==> config.mk <==
export PLATFORM = sky130hd
export DESIGN_NAME = mca_wide_adder
export DESIGN_NICKNAME = d
export VERILOG_FILES = /design/src/rtl/mca_pkg.sv /design/src/rtl/mca_phase_ring.sv /design/src/rtl/mca_en_reg.sv /design/src/rtl/mca_adder.sv /design/src/rtl/mca_seq.sv /design/src/rtl/mca_wide_adder.sv
export SDC_FILE = /design/constraint.sdc
export NUM_CORES = 1
export LEC_CHECK = 0
export ABC_CLOCK_PERIOD_IN_PS = 6650
export BUFFER_PORTS_ARGS = -buffer_cell sky130_fd_sc_hd__buf_4
export CORE_MARGIN = 2
export CORE_UTILIZATION = 40
export CTS_BUF_LIST = sky130_fd_sc_hd__clkbuf_8
export CTS_CLUSTER_SIZE = 16
export DETAILED_ROUTE_END_ITERATION = 16
export PLACE_DENSITY_LB_ADDON = 0.3
export SETUP_SLACK_MARGIN = 0.1
export SYNTH_ARGS = -nofsm -noshare
export SYNTH_HDL_FRONTEND = slang
export SYNTH_SLANG_ARGS = --single-unit
export TNS_END_PERCENT = 5
==> constraint.sdc <==
create_clock -name clk_i -period 6.65 [get_ports clk_i]
set_input_delay 0.9975 -clock clk_i [delete_from_list [all_inputs] [get_ports clk_i]]
set_output_delay 0.9975 -clock clk_i [all_outputs]
set_load 0.05 [all_outputs]
==> src/rtl/mca_pkg.sv <==
package mca_pkg;

    // Sequencer state: does the result register hold a sum of launched operands?
    typedef enum logic [0:0] {
        SEQ_EMPTY  = 1'b0,
        SEQ_PRIMED = 1'b1
    } seq_state_e;

    // Number of clocks the adder may take to settle; also the ring length.
    localparam int unsigned WINDOW_CYCLES = 3;

endpackage

==> src/rtl/mca_phase_ring.sv <==
module mca_phase_ring #(
    parameter int unsigned STAGES = mca_pkg::WINDOW_CYCLES
) (
    input  logic              clk_i,
    input  logic              rst_i,
    output logic [STAGES-1:0] ring_o,
    output logic              fire_o
);
    localparam logic [STAGES-1:0] RING_INIT = {{(STAGES-1){1'b0}}, 1'b1};

    logic [STAGES-1:0] ring_q;
    logic [STAGES-1:0] ring_d;

    // Rotate toward the MSB; the top bit wraps back into bit 0.
    generate
        if (STAGES == 1) begin : g_single
            assign ring_d = ring_q;
        end else begin : g_rotate
            assign ring_d = {ring_q[STAGES-2:0], ring_q[STAGES-1]};
        end
    endgenerate

    always_ff @(posedge clk_i) begin
        if (rst_i) begin
            ring_q <= RING_INIT;
        end else begin
            ring_q <= ring_d;
        end
    end

    assign ring_o = ring_q;
    assign fire_o = ring_q[STAGES-1];

endmodule

==> src/rtl/mca_en_reg.sv <==
module mca_en_reg #(
    parameter int unsigned WIDTH = 64
) (
    input  logic             clk_i,
    input  logic             rst_i,
    input  logic             load_i,
    input  logic [WIDTH-1:0] d_i,
    output logic [WIDTH-1:0] q_o
);
    logic [WIDTH-1:0] q_r;

    always_ff @(posedge clk_i) begin
        if (rst_i) begin
            q_r <= '0;
        end else if (load_i) begin
            q_r <= d_i;
        end
    end

    assign q_o = q_r;

endmodule

==> src/rtl/mca_adder.sv <==
module mca_adder #(
    parameter int unsigned WIDTH    = 64,
    parameter bit          CARRY_EN = 1'b0
) (
    input  logic [WIDTH-1:0] a_i,
    input  logic [WIDTH-1:0] b_i,
    output logic [WIDTH-1:0] sum_o,
    output logic             carry_o
);
    generate
        if (CARRY_EN) begin : g_carry
            logic [WIDTH:0] wide;
            assign wide    = {1'b0, a_i} + {1'b0, b_i};
            assign sum_o   = wide[WIDTH-1:0];
            assign carry_o = wide[WIDTH];
        end else begin : g_nocarry
            assign sum_o   = a_i + b_i;
            assign carry_o = 1'b0;
        end
    endgenerate

endmodule

==> src/rtl/mca_seq.sv <==
module mca_seq (
    input  logic clk_i,
    input  logic rst_i,
    input  logic fire_i,
    output logic valid_o
);
    import mca_pkg::*;

    seq_state_e state_q;
    seq_state_e state_d;
    logic       valid_d;
    logic       valid_q;

    // State register
    always_ff @(posedge clk_i) begin
        if (rst_i) begin
            state_q <= SEQ_EMPTY;
            valid_q <= 1'b0;
        end else begin
            state_q <= state_d;
            valid_q <= valid_d;
        end
    end

    // Next state and output decode
    always_comb begin
        state_d = state_q;
        valid_d = 1'b0;
        unique case (state_q)
            SEQ_EMPTY: begin
                if (fire_i) begin
                    state_d = SEQ_PRIMED;
                end
            end
            SEQ_PRIMED: begin
                valid_d = fire_i;
            end
            default: begin
                state_d = SEQ_EMPTY;
            end
        endcase
    end

    assign valid_o = valid_q;

endmodule

==> src/rtl/mca_wide_adder.sv <==
module mca_wide_adder #(
    parameter int unsigned DATA_W   = 64,
    parameter bit          CARRY_EN = 1'b0
) (
    input  logic              clk_i,
    input  logic              rst_i,
    input  logic [DATA_W-1:0] opa_i,
    input  logic [DATA_W-1:0] opb_i,
    output logic [DATA_W-1:0] sum_o,
    output logic              carry_o,
    output logic              strobe_o,
    output logic              valid_o
);
    localparam int unsigned STAGES = mca_pkg::WINDOW_CYCLES;

    logic [STAGES-1:0] ring_state;
    logic              fire;
    logic [DATA_W-1:0] opa_q;
    logic [DATA_W-1:0] opb_q;
    logic [DATA_W-1:0] sum_comb;
    logic              carry_comb;

    mca_phase_ring #(.STAGES(STAGES)) u_ring (
        .clk_i  (clk_i),
        .rst_i  (rst_i),
        .ring_o (ring_state),
        .fire_o (fire)
    );

    mca_en_reg #(.WIDTH(DATA_W)) u_opa_reg (
        .clk_i (clk_i), .rst_i (rst_i), .load_i (fire), .d_i (opa_i), .q_o (opa_q)
    );

    mca_en_reg #(.WIDTH(DATA_W)) u_opb_reg (
        .clk_i (clk_i), .rst_i (rst_i), .load_i (fire), .d_i (opb_i), .q_o (opb_q)
    );

    mca_adder #(.WIDTH(DATA_W), .CARRY_EN(CARRY_EN)) u_add (
        .a_i     (opa_q),
        .b_i     (opb_q),
        .sum_o   (sum_comb),
        .carry_o (carry_comb)
    );

    mca_en_reg #(.WIDTH(DATA_W + 1)) u_res_reg (
        .clk_i  (clk_i),
        .rst_i  (rst_i),
        .load_i (fire),
        .d_i    ({carry_comb, sum_comb}),
        .q_o    ({carry_o, sum_o})
    );

    mca_seq u_seq (
        .clk_i   (clk_i),
        .rst_i   (rst_i),
        .fire_i  (fire),
        .valid_o (valid_o)
    );

    assign strobe_o = fire;

endmodule

# Word-level counts from Yosys, hierarchy flattened
# Cells that the tools add are included.
dict set report totals {
  regBits 197
  inputBits 130
  out_inout_bits 67
  wordCells 11
}
dict set report op_classes {
  n_addsub 1
  n_mux 2
  bitwise 1
  reduce_logical 1
}
# cell n
set op_table {}
lappend op_table {{adder 64 bit} 1}
lappend op_table {{two-way mux 1 bit} 2}
lappend op_table {{OR reduction 2 bit} 1}
lappend op_table {{NOT 1 bit} 1}

# Depth between registers and ports, before layout
# Gate-level depths: netlist of the first run.
dict set report depth {
  depth_word 2
  mapped_depth 12
  depth_no_buf 12
}

# Cells and area by module
# Synthesis of the first run repeated with hierarchy kept, for this count alone.
dict set report unflattened {
  hier_cells 1189
  hier_area_um2 10901.7
}
# module n_inst cells_each area_per_inst_um2 seq_area_each_um2
set by_module_without_submodules {}
lappend by_module_without_submodules {{mca_en_reg at u_opa_reg ...} 2 206 2290.9 1281.2}
lappend by_module_without_submodules {mca_adder 1 557 3827.4 0.0}
lappend by_module_without_submodules {{mca_en_reg at u_res_reg} 1 209 2342.2 1301.2}
lappend by_module_without_submodules {mca_phase_ring 1 7 91.3 60.1}
lappend by_module_without_submodules {mca_seq 1 4 58.8 40.0}

# Worst setup path before layout of the first run
# No wires, ideal clock.
dict set report synth_timing {
  kind {register to register}
  start {reg u_opa_reg.q_r[33], in the netlist u_opa_reg.q_o[33]}
  end {reg u_res_reg.q_r[60], in the netlist u_res_reg.q_o[60]}
  arrival_time_ns 2.799
  required_time_ns 6.533
  path_slack_ns 3.734
  stages_incl_launch_ff 13
  path_buffers 1
  period_less_slack_ns 2.916
  cell_sequence {dfxtp_1 -> ha_1 -> buf_4 -> nand4_1 -> or4_1 -> a211o_1 -> a31oi_2 -> nor3_2 -> o31a_2 -> o21ai_4 -> a21oi_2 -> xnor2_1 -> a22o_1}
}
dict set report synth_between {
  elab_chain_len 1
}
# element line
set synth_rtl {}
lappend synth_rtl {{start: declaration} mca_en_reg.sv:10} ;# logic [WIDTH-1:0] q_r;
lappend synth_rtl {{start signal: assignment} mca_en_reg.sv:16} ;# q_r <= d_i;
lappend synth_rtl {{adder 64 bit} mca_adder.sv:17} ;# assign sum_o = a_i + b_i;
lappend synth_rtl {{end signal: assignment} mca_en_reg.sv:16}
lappend synth_rtl {{end: declaration} mca_en_reg.sv:10}
# Every way passes these cells.
# A chain may end at the register's enable or synchronous reset.

# Final worst setup path of the first run
dict set report layout_timing {
  start {reg u_opb_reg.q_r[30], in the netlist u_opb_reg.q_o[30]}
  end {reg u_res_reg.q_r[61], in the netlist u_res_reg.q_o[61]}
}
dict set report layout_between {
  elab_chain_len 1
}
# element line
set layout_rtl {}
lappend layout_rtl {{start: declaration} mca_en_reg.sv:10}
lappend layout_rtl {{start signal: assignment} mca_en_reg.sv:16}
lappend layout_rtl {{adder 64 bit} mca_adder.sv:17}
# Every way passes these cells.

==> results of run 1 <==
-- power by group --
group / total [mW] / switching [mW] / leakage [nW] / internal (mW)
Clock: 0.863 / 0.445 / 0.218 / 0.418
Sequential: 1.25 / 0.0306 / 1.60 / 1.22
Combinational: 0.346 / 0.194 / 3.63 / 0.153
-- layout make-up --
cell class,count,area (sq um)
clock buffers,18,248
clock inverters,13,183
fillers,2589,13400
inverters,15,56.3
multi-input cells,907,6210
flip-flops and latches,197,3950
well taps,335,419
repair buffers,200,1500
-- logic make-up after synthesis --
family / count (synthesis)
fa+ha+maj: 64
flops: 197
xor+xnor: 58
mux: 152
other cells: 1
simple gates: 364
compound gates: 268
buf+inv: 92
-- worst register-to-register path, cell delays in order, from the launching register on --
cell	delay (ps)
dfxtp_1	320
ha_1	430
inv_1	130
nor4_1	600
nor3b_1	460
nand2b_1	100
o21ai_1	330
o31ai_1	230
o21a_1	270
or4b_1	480
o211ai_1	110
-- cell usage after synthesis, types with 3 or more instances --
| library cell | count | area [sq um] |
|---|---|---|
| o22ai_1 | 3 | 18.8 |
| xor2_1 | 17 | 149 |
| o211ai_1 | 8 | 60.1 |
| a211oi_1 | 9 | 67.6 |
| nor2_1 | 225 | 845 |
| mux2i_1 | 152 | 1520 |
| o21bai_1 | 16 | 120 |
| nor4_1 | 6 | 37.5 |
| a21oi_1 | 84 | 420 |
| buf_1 | 8 | 30.0 |
| o31ai_1 | 4 | 30.0 |
| ha_1 | 63 | 788 |
| nor3_1 | 12 | 60.1 |
| nand2_1 | 59 | 221 |
| buf_6 | 3 | 33.8 |
| buf_4 | 9 | 67.6 |
| a31oi_1 | 6 | 37.5 |
| a21o_1 | 36 | 270 |
| clkbuf_1 | 48 | 180 |
| dfxtp_1 | 197 | 3940 |
| a211o_1 | 5 | 43.8 |
| nand4_1 | 26 | 163 |
| nor2b_1 | 6 | 37.5 |
| nand3_1 | 9 | 45.0 |
| buf_2 | 9 | 45.0 |
| xnor2_1 | 41 | 359 |
| o21a_1 | 8 | 60.1 |
| a22o_1 | 22 | 193 |
| nand2b_1 | 3 | 18.8 |
| inv_1 | 14 | 52.6 |
| o21ai_0 | 35 | 175 |
| o21ai_1 | 4 | 20.0 |
-- metal layers --
metal / track usage / share of wire / up-vias / routed length (um)
li1: - / - / 4514 / -
met1: 0.278 / 0.49 / 4202 / 13700
met2: 0.322 / 0.45 / 242 / 12700
met3: 0.0354 / 0.047 / 28 / 1320
met4: 0.0491 / 0.013 / 0 / 363
met5: 0 / 0 / - / 0
-- worst paths after layout --
kind / start / to / slack [ps] / cells past startpoint
worst max-delay path: u_opb_reg.q_o[30]$_SDFFE_PP0P_ / u_res_reg.q_o[61]$_SDFFE_PP0P_ / 3120 / 10
worst min-delay path: u_ring.ring_o[1]$_SDFF_PP0_ / u_ring.ring_o[2]$_SDFF_PP0_ / 440 / 1
worst max register to register: u_opb_reg.q_o[30]$_SDFFE_PP0P_ / u_res_reg.q_o[61]$_SDFFE_PP0P_ / 3120 / 10
worst min register to register: u_ring.ring_o[1]$_SDFF_PP0_ / u_ring.ring_o[2]$_SDFF_PP0_ / 440 / 1
-- sequential cells by signal, indices dropped and copies added (netlist names) --
register,flops
u_opa_reg.q_o,64
u_opb_reg.q_o,64
u_res_reg.q_o,64
u_ring.ring_o,3
u_seq.state_q,1
u_seq.valid_o,1
-- through the flow --
stage	instances	hold slack [ps]	util	area (sq um)	setup slack [ps]
2_1_floorplan	1196	414	-	10600	3730
3_3_place_gp	1654	417	0.467	12100	3140
3_5_place_dp	1654	422	0.467	12100	3140
4_1_cts	1685	442	0.483	12600	3130
5_1_grt	1685	461	0.483	12600	2840
6_report	1685	440	0.483	12600	3120
==> metrics.md, run 1 <==
| Metric | Value |
|---|---|
| P_leak | 5.45 nW |
| CTS buffer count | 17 |
| Worst-Margin Slew | 1110 ps |
| CTS H-tree depth | 4 |
| P&R area growth vs syn | 19.0% |
| Arrival @ worst endpoint | 3930 ps |
| Die height | 166 um |
| Vias in the first global route | 8,775 |
| Worst path max stage delay | 600 ps |
| Mapped Area | 10,600 sq um |
| Vias per inst | 5.33 |
| Post-cts resize count | 0 |
| GR Util All Layers | 0.200 |
| Max-Cap Viols | 0 |
| Root buffer cell | clkbuf_8 |
| Detail Route Antenna Nets | 0 |
| Critical path capture point type | register |
| Max VDD drop | 0.114 mV |
| CP max stage cell | nor4_1 |
| EDFF count, synth | 0 |
| Synth warn | 0 |
| Port Buf Inserts | 195 |
| Tcrit/Tclk final | 0.531 |
| Largest net degree at the start of global routing | 103 |
| Antenna Diode Count | 0 |
| Layout net count | 1,532 |
| Die Wd | 166 um |
| Crit path launch type | register |
| Syn avg cell area | 8.83 sq um |
| TritonCTS clock tree | done |
| Initial DRC Count | 551 |
| Clock Tree Buf Depth | 2 |
| Total Die Area | 27,700 sq um |
| Crit path cell chain | ha_1 -> inv_1 -> nor4_1 -> nor3b_1 -> nand2b_1 -> o21ai_1 -> o31ai_1 -> o21a_1 -> or4b_1 -> o211ai_1 |
| Portion of netlist area occupied by mux cells | 0.144 |
| Unique masters post-synth | 72 |
| Max Clock Skew | 17.3 ps |
| Total number of vias | 8,986 |
| Simple-gate share of the synthesized area | 0.148 |
| Max Clock Freq | 0.283 GHz |
| Routed wire length | 28,100 um |
| Clk_lat worst skew | 480 ps |
| Initial antenna violation count | 0 |
| Mapped Cells | 1,196 |
| XOR/XNOR Fraction of Synth Area | 0.0481 |
| RD Place Congestion | 0.892 |
| Drc violations | 0 |
| Worst Path Class, Setup | reg2reg |
| Synthesized flop and latch total | 197 |
| Initial core utilization | 0.406 |
| Critical Path RT | 7050 ps |
| Share of layout cells above drive strength 1 | 0.184 |
| Final TNS setup | 0 ps |
| Family with the most delay on the worst path | simple AND/OR/NAND/NOR gates |
| Sequential share of the synthesized area | 0.374 |
| Min-Delay Path Class | reg2reg |
| # IOs | 197 |
| Overall power | 2.46 mW |
| Most common library cell in the layout ignoring fill and taps | nor2_1 |
| Finish-stage setup viols | 0 |
| Largest family of logic cells by synthesized area | compound AO/OA/AOI/OAI gates |
| First drt pass iteration count | 5 |
| Synthesized Nets | 1,390 |
| Row count | 59 |
| Worst-path fanout max | 8 |
| Drt wl/cell | 16.7 um |
| Reg clk slew, reported paths | 100 ps |
| Hold Fails Final Rpt | 0 |
| Pwr per Cell Area | 196 nW/um^2 |
| DP Wirelength | 20,800 um |
| Slew Limit Fails | 0 |
| Critical path buffers and inverters | 1 |
| Outcome | finished, final reports clean |
| Synth Area in Compound Gates | 0.170 |
| Fin crit period | 3530 ps |
| Sink Count | 197 |
| Worst slew margin | 0.257 |
| Ys flop type | dfxtp_1 |
| Hold_buf cts | 0 |
| Commonest cells after routing, fill and taps aside | nor2_1 (223), buf_4 (200), dfxtp_1 (196), mux2i_1 (152), a21oi_1 (84) |
| Post-Synth Adder-Cell Area | 0.0766 |
| RSZ-0062 raised after global routing | no |
| First-pass GRT wire length | 45,200 um |
| Grt ovf | 0 |
| Post-CTS setup buffers | 0 |
| FFs w/ async S/R, synth | 0 |
| Core box area | 26,000 sq um |
No activity file was read; power rests on OpenSTA's default activity.
==> inputs of run 2 (changes only) <==
ABC_CLOCK_PERIOD_IN_PS = 3000   (was 6650)
clock period = 3 ns   (was 6.65 ns; I/O delays follow)
==> metrics.md, run 2 (same netlist as run 1, synthesis figures left out) <==
| Metric | Value |
|---|---|
| FF-to-FF End | u_res_reg.q_o[62]$_SDFFE_PP0P_ |
| Port Buf Inserts | 195 (unchanged) |
| Max-Cap Viols | 0 (unchanged) |
| Critical Path RT | 3390 ps (-3660 ps) |
| Grt ovf | 0 (unchanged) |
| Total Die Area | 27,700 sq um (unchanged) |
| Layout net count | 1,628 (+6.3%) |
| # IOs | 197 (unchanged) |
| Fin cells | 1,782 (+5.8%) |
| Worst Path Class, Setup | reg2reg |
| Share of layout cells above drive strength 1 | 0.272 (+0.0872) |
| Pwr per Cell Area | 400 nW/um^2 (+100%) |
| Worst-path fanout max | 3 (-5) |
| Root buffer cell | clkbuf_8 |
| Core box area | 26,000 sq um (unchanged) |
| GR Util All Layers | 0.205 (+0.00537) |
| Max Clock Skew | 13.7 ps (-3.58 ps) |
| Initial antenna violation count | 0 (unchanged) |
| Drc violations | 0 (unchanged) |
| Drt wl/cell | 16.1 um (-3.7%) |
| Die height | 166 um (unchanged) |
| RSZ-0062 raised after global routing | yes |
| Critical path capture point type | register |
| Detail Route Antenna Nets | 0 (unchanged) |
| CP max stage cell | or4_4 |
| Failing checks | setup timing |
| Register area | 3960 sq um (+0.35%) |
| CTS H-tree depth | 4 (unchanged) |
| Met2 Resource Use GR | 0.345 (+0.0228) |
| First-pass GRT wire length | 46,700 um (+3.4%) |
| Worst r2r src | u_opb_reg.q_o[33]$_SDFFE_PP0P_ |
| Largest net degree at the start of global routing | 93 (-9.7%) |
| Worst path max stage delay | 560 ps (-40 ps) |
| Reg clk slew, reported paths | 110 ps (about the same) |
| GRT Max-Usage Layer | met2 |
| Max VDD drop | 0.309 mV (+170%) |
| First drt pass iteration count | 5 (unchanged) |
| Max Clock Freq | 0.332 GHz (+17%) |
| Total number of vias | 9,308 (+3.6%) |
| Commonest cells after routing, fill and taps aside | buf_4 (296), nor2_1 (223), dfxtp_1 (185), mux2i_1 (152), a21oi_1 (81) |
| Vias per inst | 5.22 (-2.1%) |
| DP Wirelength | 21,800 um (+4.6%) |
| CP startpoint | u_opb_reg.q_o[33]$_SDFFE_PP0P_ |
| Finish-stage setup viols | 2 (+2) |
| Most common library cell in the layout ignoring fill and taps | buf_4 |
| Crit path cell chain | ha_4 -> nand4_1 -> or4_4 -> a211o_1 -> a31oi_4 -> nor3_4 -> nor4_4 -> o21a_2 -> o221ai_4 -> mux2i_1 -> a211oi_1 |
| Tcrit/Tclk final | 1.01 (+0.474) |
| Initial core utilization | 0.406 (unchanged) |
| RD Place Congestion | 0.871 (-2.3%) |
| Row count | 59 (unchanged) |
| Worst-Margin Slew | 937 ps (-177 ps) |
| Met3 usage | 0.0390 (+0.00356) |
| Outcome | finished, violations left |
| Overall power | 5.43 mW (+120%) |
| Fin crit period | 3020 ps (-516 ps) |
| Min-Delay Path Class | in2reg |
| Crit path launch type | register |
| Slew Limit Fails | 0 (unchanged) |
| TritonCTS clock tree | done |
| Initial DRC Count | 565 (+2.5%) |
| Clock Tree Buf Depth | 2 (unchanged) |
| Routed wire length | 28,600 um (+1.8%) |
| Worst reg2reg path depth | 11 (+1) |
| R2R setup slack | -20 ps (-3130 ps) |
| Worst Setup EP | u_res_reg.q_o[62]$_SDFFE_PP0P_ |
| Post-Place Cells | 1,739 (+5.1%) |
| Final worst slack | -15.6 ps (-3130 ps) |
| CTS buffer count | 17 (unchanged) |
| Sink Count | 197 (unchanged) |
| Vias in the first global route | 9,200 (+4.8%) |
| Filler cells | 2,495 (-3.6%) |
| Arrival @ worst endpoint | 3400 ps (-530 ps) |
| Footprint of the multi-input gates | 6500 sq um (+4.7%) |
| Worst slew margin | 0.375 (+0.118) |
| Die Wd | 166 um (unchanged) |
| Clk_lat worst skew | 480 ps (about the same) |
| Hold_buf cts | 0 (unchanged) |
| Antenna Diode Count | 0 (unchanged) |
| Hold Fails Final Rpt | 0 (unchanged) |
| GRT met1 Usage | 0.274 (-0.00392) |
| P&R area growth vs syn | 28.5% |
| Worst hold stages | 3 (+2) |
| P_leak | 5.97 nW (+9.6%) |
[run 2: repair_timing]
item                                    4_1_cts  5_1_grt
endpoints found under the setup margin       31       30
pin swaps                                    20       15
gates resized for setup                      33       27
buffers inserted                             10        1
[run 2: worst min path at each step]
stage	slack, ps	start	to
floorplan	410	u_ring.ring_o[0]$_SDFF_PP1_	u_ring.ring_o[1]$_SDFF_PP0_
global placement	420	u_ring.ring_o[0]$_SDFF_PP1_	u_ring.ring_o[1]$_SDFF_PP0_
detailed placement	430	u_ring.ring_o[1]$_SDFF_PP0_	u_ring.ring_o[2]$_SDFF_PP0_
CTS	180	opa_i[7]	u_opa_reg.q_o[7]$_SDFFE_PP0P_
global route	180	opb_i[58]	u_opb_reg.q_o[58]$_SDFFE_PP0P_
finish	200	opb_i[7]	u_opb_reg.q_o[7]$_SDFFE_PP0P_
[run 2: metrics by stage]
| stage | util | worst slack (ps) | cell area (sq um) | hold WS, ps | TNS, ps |
|---|---|---|---|---|---|
| final | 0.522 | -15.6 | 13600 | 199 | -18.3 |
| after global routing | 0.522 | -139 | 13600 | 181 | -796 |
| after CTS | 0.516 | -14.1 | 13400 | 181 | -14.1 |
| after floorplan | - | 117 | 10600 | 414 | 0 |
| after global placement | 0.491 | -194 | 12800 | 419 | -1060 |
| after detailed placement | 0.491 | -190 | 12800 | 426 | -1910 |
[run 2: area by class of cell]
class	count	share of cell area
tap	335	0.0309
timing repair buffer	296	0.164
inverter	15	0.00415
clock inverter	14	0.0123
multi-input combinational	907	0.479
clock buffer	18	0.0183
sequential	197	0.292
[run 2: report_power, final]
group / switching [mW] / leakage (nW) / internal [mW]
Sequential: 0.0656 / 1.61 / 2.70
Clock: 1.04 / 0.199 / 0.788
Combinational: 0.444 / 4.17 / 0.389
[run 2: critical path: cells and delay by family (launching register included)]
family / cells / cell delay, ps
simple gates: 4 / 1090
compound gates: 5 / 1080
mux: 1 / 140
flops: 1 / 350
fa+ha+maj: 1 / 270
[run 2: per-layer routing]
layer  vias up  part of all wire
li1       4709                 -
met1      4371              0.47
met2       201              0.47
met3        27             0.045
met4         0             0.013
met5         -                 0
==> inputs of run 3 (changes only) <==
PLACE_DENSITY_LB_ADDON = 0.25   (was 0.3)
SYNTH_HIERARCHICAL = 1   (was unset)
==> metrics.md, run 3 <==
| Metric | Value |
|---|---|
| CP max stage cell | dfxtp_2 |
| Arrival @ worst endpoint | 3190 ps (-210 ps) |
| Critical Path RT | 3360 ps (-30 ps) |
| Sw Pwr | 1.62 mW (+4.6%) |
| Total Die Area | 28,600 sq um (+3.1%) |
| Met2 Resource Use GR | 0.287 (-0.0579) |
| Family with the most delay on the worst path | compound AO/OA/AOI/OAI gates |
| Die Wd | 169 um (+1.5%) |
| Initial DRC Count | 612 (+8.3%) |
| Initial antenna violation count | 0 (unchanged) |
| First drt pass iteration count | 5 (unchanged) |
| Layout net count | 1,553 (-4.6%) |
| R2R setup slack | 170 ps (+180 ps) |
| Reg clk slew, reported paths | 120 ps (about the same) |
| Initial core utilization | 0.405 (-0.000944) |
| Worst Path Class, Setup | reg2reg |
| Footprint of the multi-input gates | 6500 sq um (+0.12%) |
| Crit path cell chain | ha_4 -> fa_2 -> a21oi_2 -> nor2_2 -> nor4_4 -> nor2_2 -> a21oi_4 -> o2111a_1 -> o31ai_4 -> a31oi_1 -> xnor2_1 -> mux2i_1 -> nor2_1 |
| Pwr per Cell Area | 409 nW/um^2 (+2.1%) |
| P&R area growth vs syn | 19.8% |
| Detail Route Antenna Nets | 0 (unchanged) |
| Met3 usage | 0.0383 (-0.000629) |
| Worst reg2reg path depth | 13 (+2) |
| Most common library cell in the layout ignoring fill and taps | nor2_1 |
| Critical path buffers and inverters | 0 (unchanged) |
| Final TNS setup | 0 ps (+18.3 ps) |
| GRT met1 Usage | 0.283 (+0.00930) |
| RD Place Congestion | 0.891 (+2.3%) |
| Worst path max stage delay | 360 ps (-200 ps) |
| GR Util All Layers | 0.195 (-0.0103) |
| CP startpoint | u_opb_reg/q_o[0]$_SDFFE_PP0P_ |
| Worst-Margin Slew | 721 ps (-216 ps) |
| Hold_buf cts | 0 (unchanged) |
| Root buffer cell | clkbuf_8 |
| # IOs | 197 (unchanged) |
| Crit path launch type | register |
| Max-Cap Viols | 0 (unchanged) |
| Commonest cells after routing, fill and taps aside | nor2_1 (230), buf_4 (210), dfxtp_1 (195), mux2i_1 (193), a21oi_1 (72) |
| Most used cell, CP | nor2_2 |
| Fin crit period | 2830 ps (-185 ps) |
| Worst-path fanout max | 3 (unchanged) |
| Stages on worst setup path | 13 (+2) |
| Grt ovf | 0 (unchanged) |
| TritonCTS clock tree | done |
| Max VDD drop | 0.266 mV (-14%) |
| DP Wirelength | 21,100 um (-3.0%) |
| Slew Limit Fails | 0 (unchanged) |
| GRT Max-Usage Layer | met2 |
| Drt wl/cell | 16.4 um (+1.8%) |
| Clk_lat worst skew | 490 ps (about the same) |
| Synthesized Nets | 1,382 (-0.58%) |
| Min-Delay Path Class | in2reg |
| Finish-stage setup viols | 0 (-2) |
| Die height | 169 um (+1.5%) |
| Fin Hold WS | 183 ps (-15.7 ps) |
| Port Buf Inserts | 196 (+0.51%) |
| Hold Path End | u_opa_reg/q_o[37]$_SDFFE_PP0P_ |
| Largest net degree at the start of global routing | 97 (+4.3%) |
| Share of layout cells above drive strength 1 | 0.218 (-0.0537) |
| Syn avg cell area | 9.17 sq um (+3.9%) |
| Critical path capture point type | register |
| Worst slew margin | 0.519 (+0.144) |
| Max Clock Freq | 0.353 GHz (+6.5%) |
| Max reg flops | 65 |
| Drc violations | 0 (unchanged) |
| Vias per inst | 5.14 (-1.6%) |
| Mapped Cells | 1,188 (-0.67%) |
| Worst hold stages | 3 (unchanged) |
| Tcrit/Tclk final | 0.944 (-0.0616) |
| Final Util | 0.486 (-0.0367) |
| Filler cells | 2,604 (+4.4%) |
| Outcome | finished, final reports clean |
| First-pass GRT wire length | 44,600 um (-4.6%) |
| Sink Count | 198 (+0.51%) |
| Max Clock Skew | 26.2 ps (+12.4 ps) |
| Register share of total power | 0.522 (+0.012) |
| Clock Tree Buf Depth | 2 (unchanged) |
| Core box area | 26,900 sq um (+3.4%) |
| Hold Fails Final Rpt | 0 (unchanged) |
| CTS H-tree depth | 4 (unchanged) |
| Register area | 3970 sq um (+0.22%) |
| Int Power | 3.71 mW (-4.3%) |
| Worst r2r src | u_opb_reg/q_o[0]$_SDFFE_PP0P_ |
| Antenna Diode Count | 0 (unchanged) |
| Hold_sp | opa_i[37] |
| Synth warn | 6 (+6) |
| Routed wire length | 28,000 um (-2.1%) |
| Switching portion of total power | 0.304 (+0.0185) |
| Mapped Area | 10,900 sq um (+3.2%) |
| FF-to-FF End | u_res_reg/q_o[60]$_SDFFE_PP0P_ |
| Combinational Power Share | 0.145 (-0.008) |
| Total number of vias | 8,805 (-5.4%) |
| Vias in the first global route | 8,374 (-9.0%) |
| Row count | 60 (+1.7%) |
| Clock power share | 0.333 (-0.004) |
| CTS buffer count | 17 (unchanged) |
| P_leak | 5.66 nW (-5.2%) |
| RSZ-0062 raised after global routing | yes |
==> run 3: worst max path at each step <==
stage                                          end  slack, ps
floorplan           u_res_reg/q_o[44]$_SDFFE_PP0P_        240
CTS                 u_res_reg/q_o[48]$_SDFFE_PP0P_        100
detailed placement  u_res_reg/q_o[44]$_SDFFE_PP0P_        -40
finish              u_res_reg/q_o[60]$_SDFFE_PP0P_        170
global route        u_res_reg/q_o[44]$_SDFFE_PP0P_         20
global placement    u_res_reg/q_o[38]$_SDFFE_PP0P_         40
==> run 3: timing repair <==
| item | in CTS | in global routing |
|---|---|---|
| endpoints found under the hold margin | 0 | 0 |
| resized for setup | 3 | 29 |
| buffers inserted | 0 | 3 |
| setup endpoints to repair | 9 | 22 |
| pin swaps | 1 | 13 |
==> run 3: worst min-delay path, stage by stage <==
cell and delay [ps]:
buf_4 80, mux2i_1 50, nor2_1 70
==> run 3: cell type report <==
type                       count  share of cell area
clock buffer                  17              0.0179
sequential                   198               0.304
inverter                      14             0.00403
timing repair buffer         216               0.129
multi-input combinational    912               0.499
clock inverter                15              0.0132
tap                          341              0.0327
==> run 3: per-layer routing <==
metal	vias up	part of all wire
met3	31	0.049
met1	4066	0.50
met2	193	0.43
met4	0	0.022
li1	4515	-
met5	-	0
==> run 3: metrics by stage <==
step / setup slack [ps] / total power [mW] / instance area [sq um] / cells
floorplan: 237 / 3.36 / 10900 / 1188
global placement: 44.7 / 3.60 / 12500 / 1678
detailed placement: -43.6 / 3.61 / 12500 / 1678
CTS: 103 / 5.39 / 12900 / 1710
global route: 24.0 / 5.58 / 13000 / 1713
finish: 169 / 5.33 / 13000 / 1713
==> run 3: power groups by stage <==
stage	combinational (mW)	clock, mW	sequential, mW
final	0.775	1.78	2.78
after global placement	0.765	0	2.84
after detailed placement	0.770	0	2.84
after global routing	0.847	1.94	2.79
after CTS	0.775	1.84	2.78
after floorplan	0.487	0	2.87
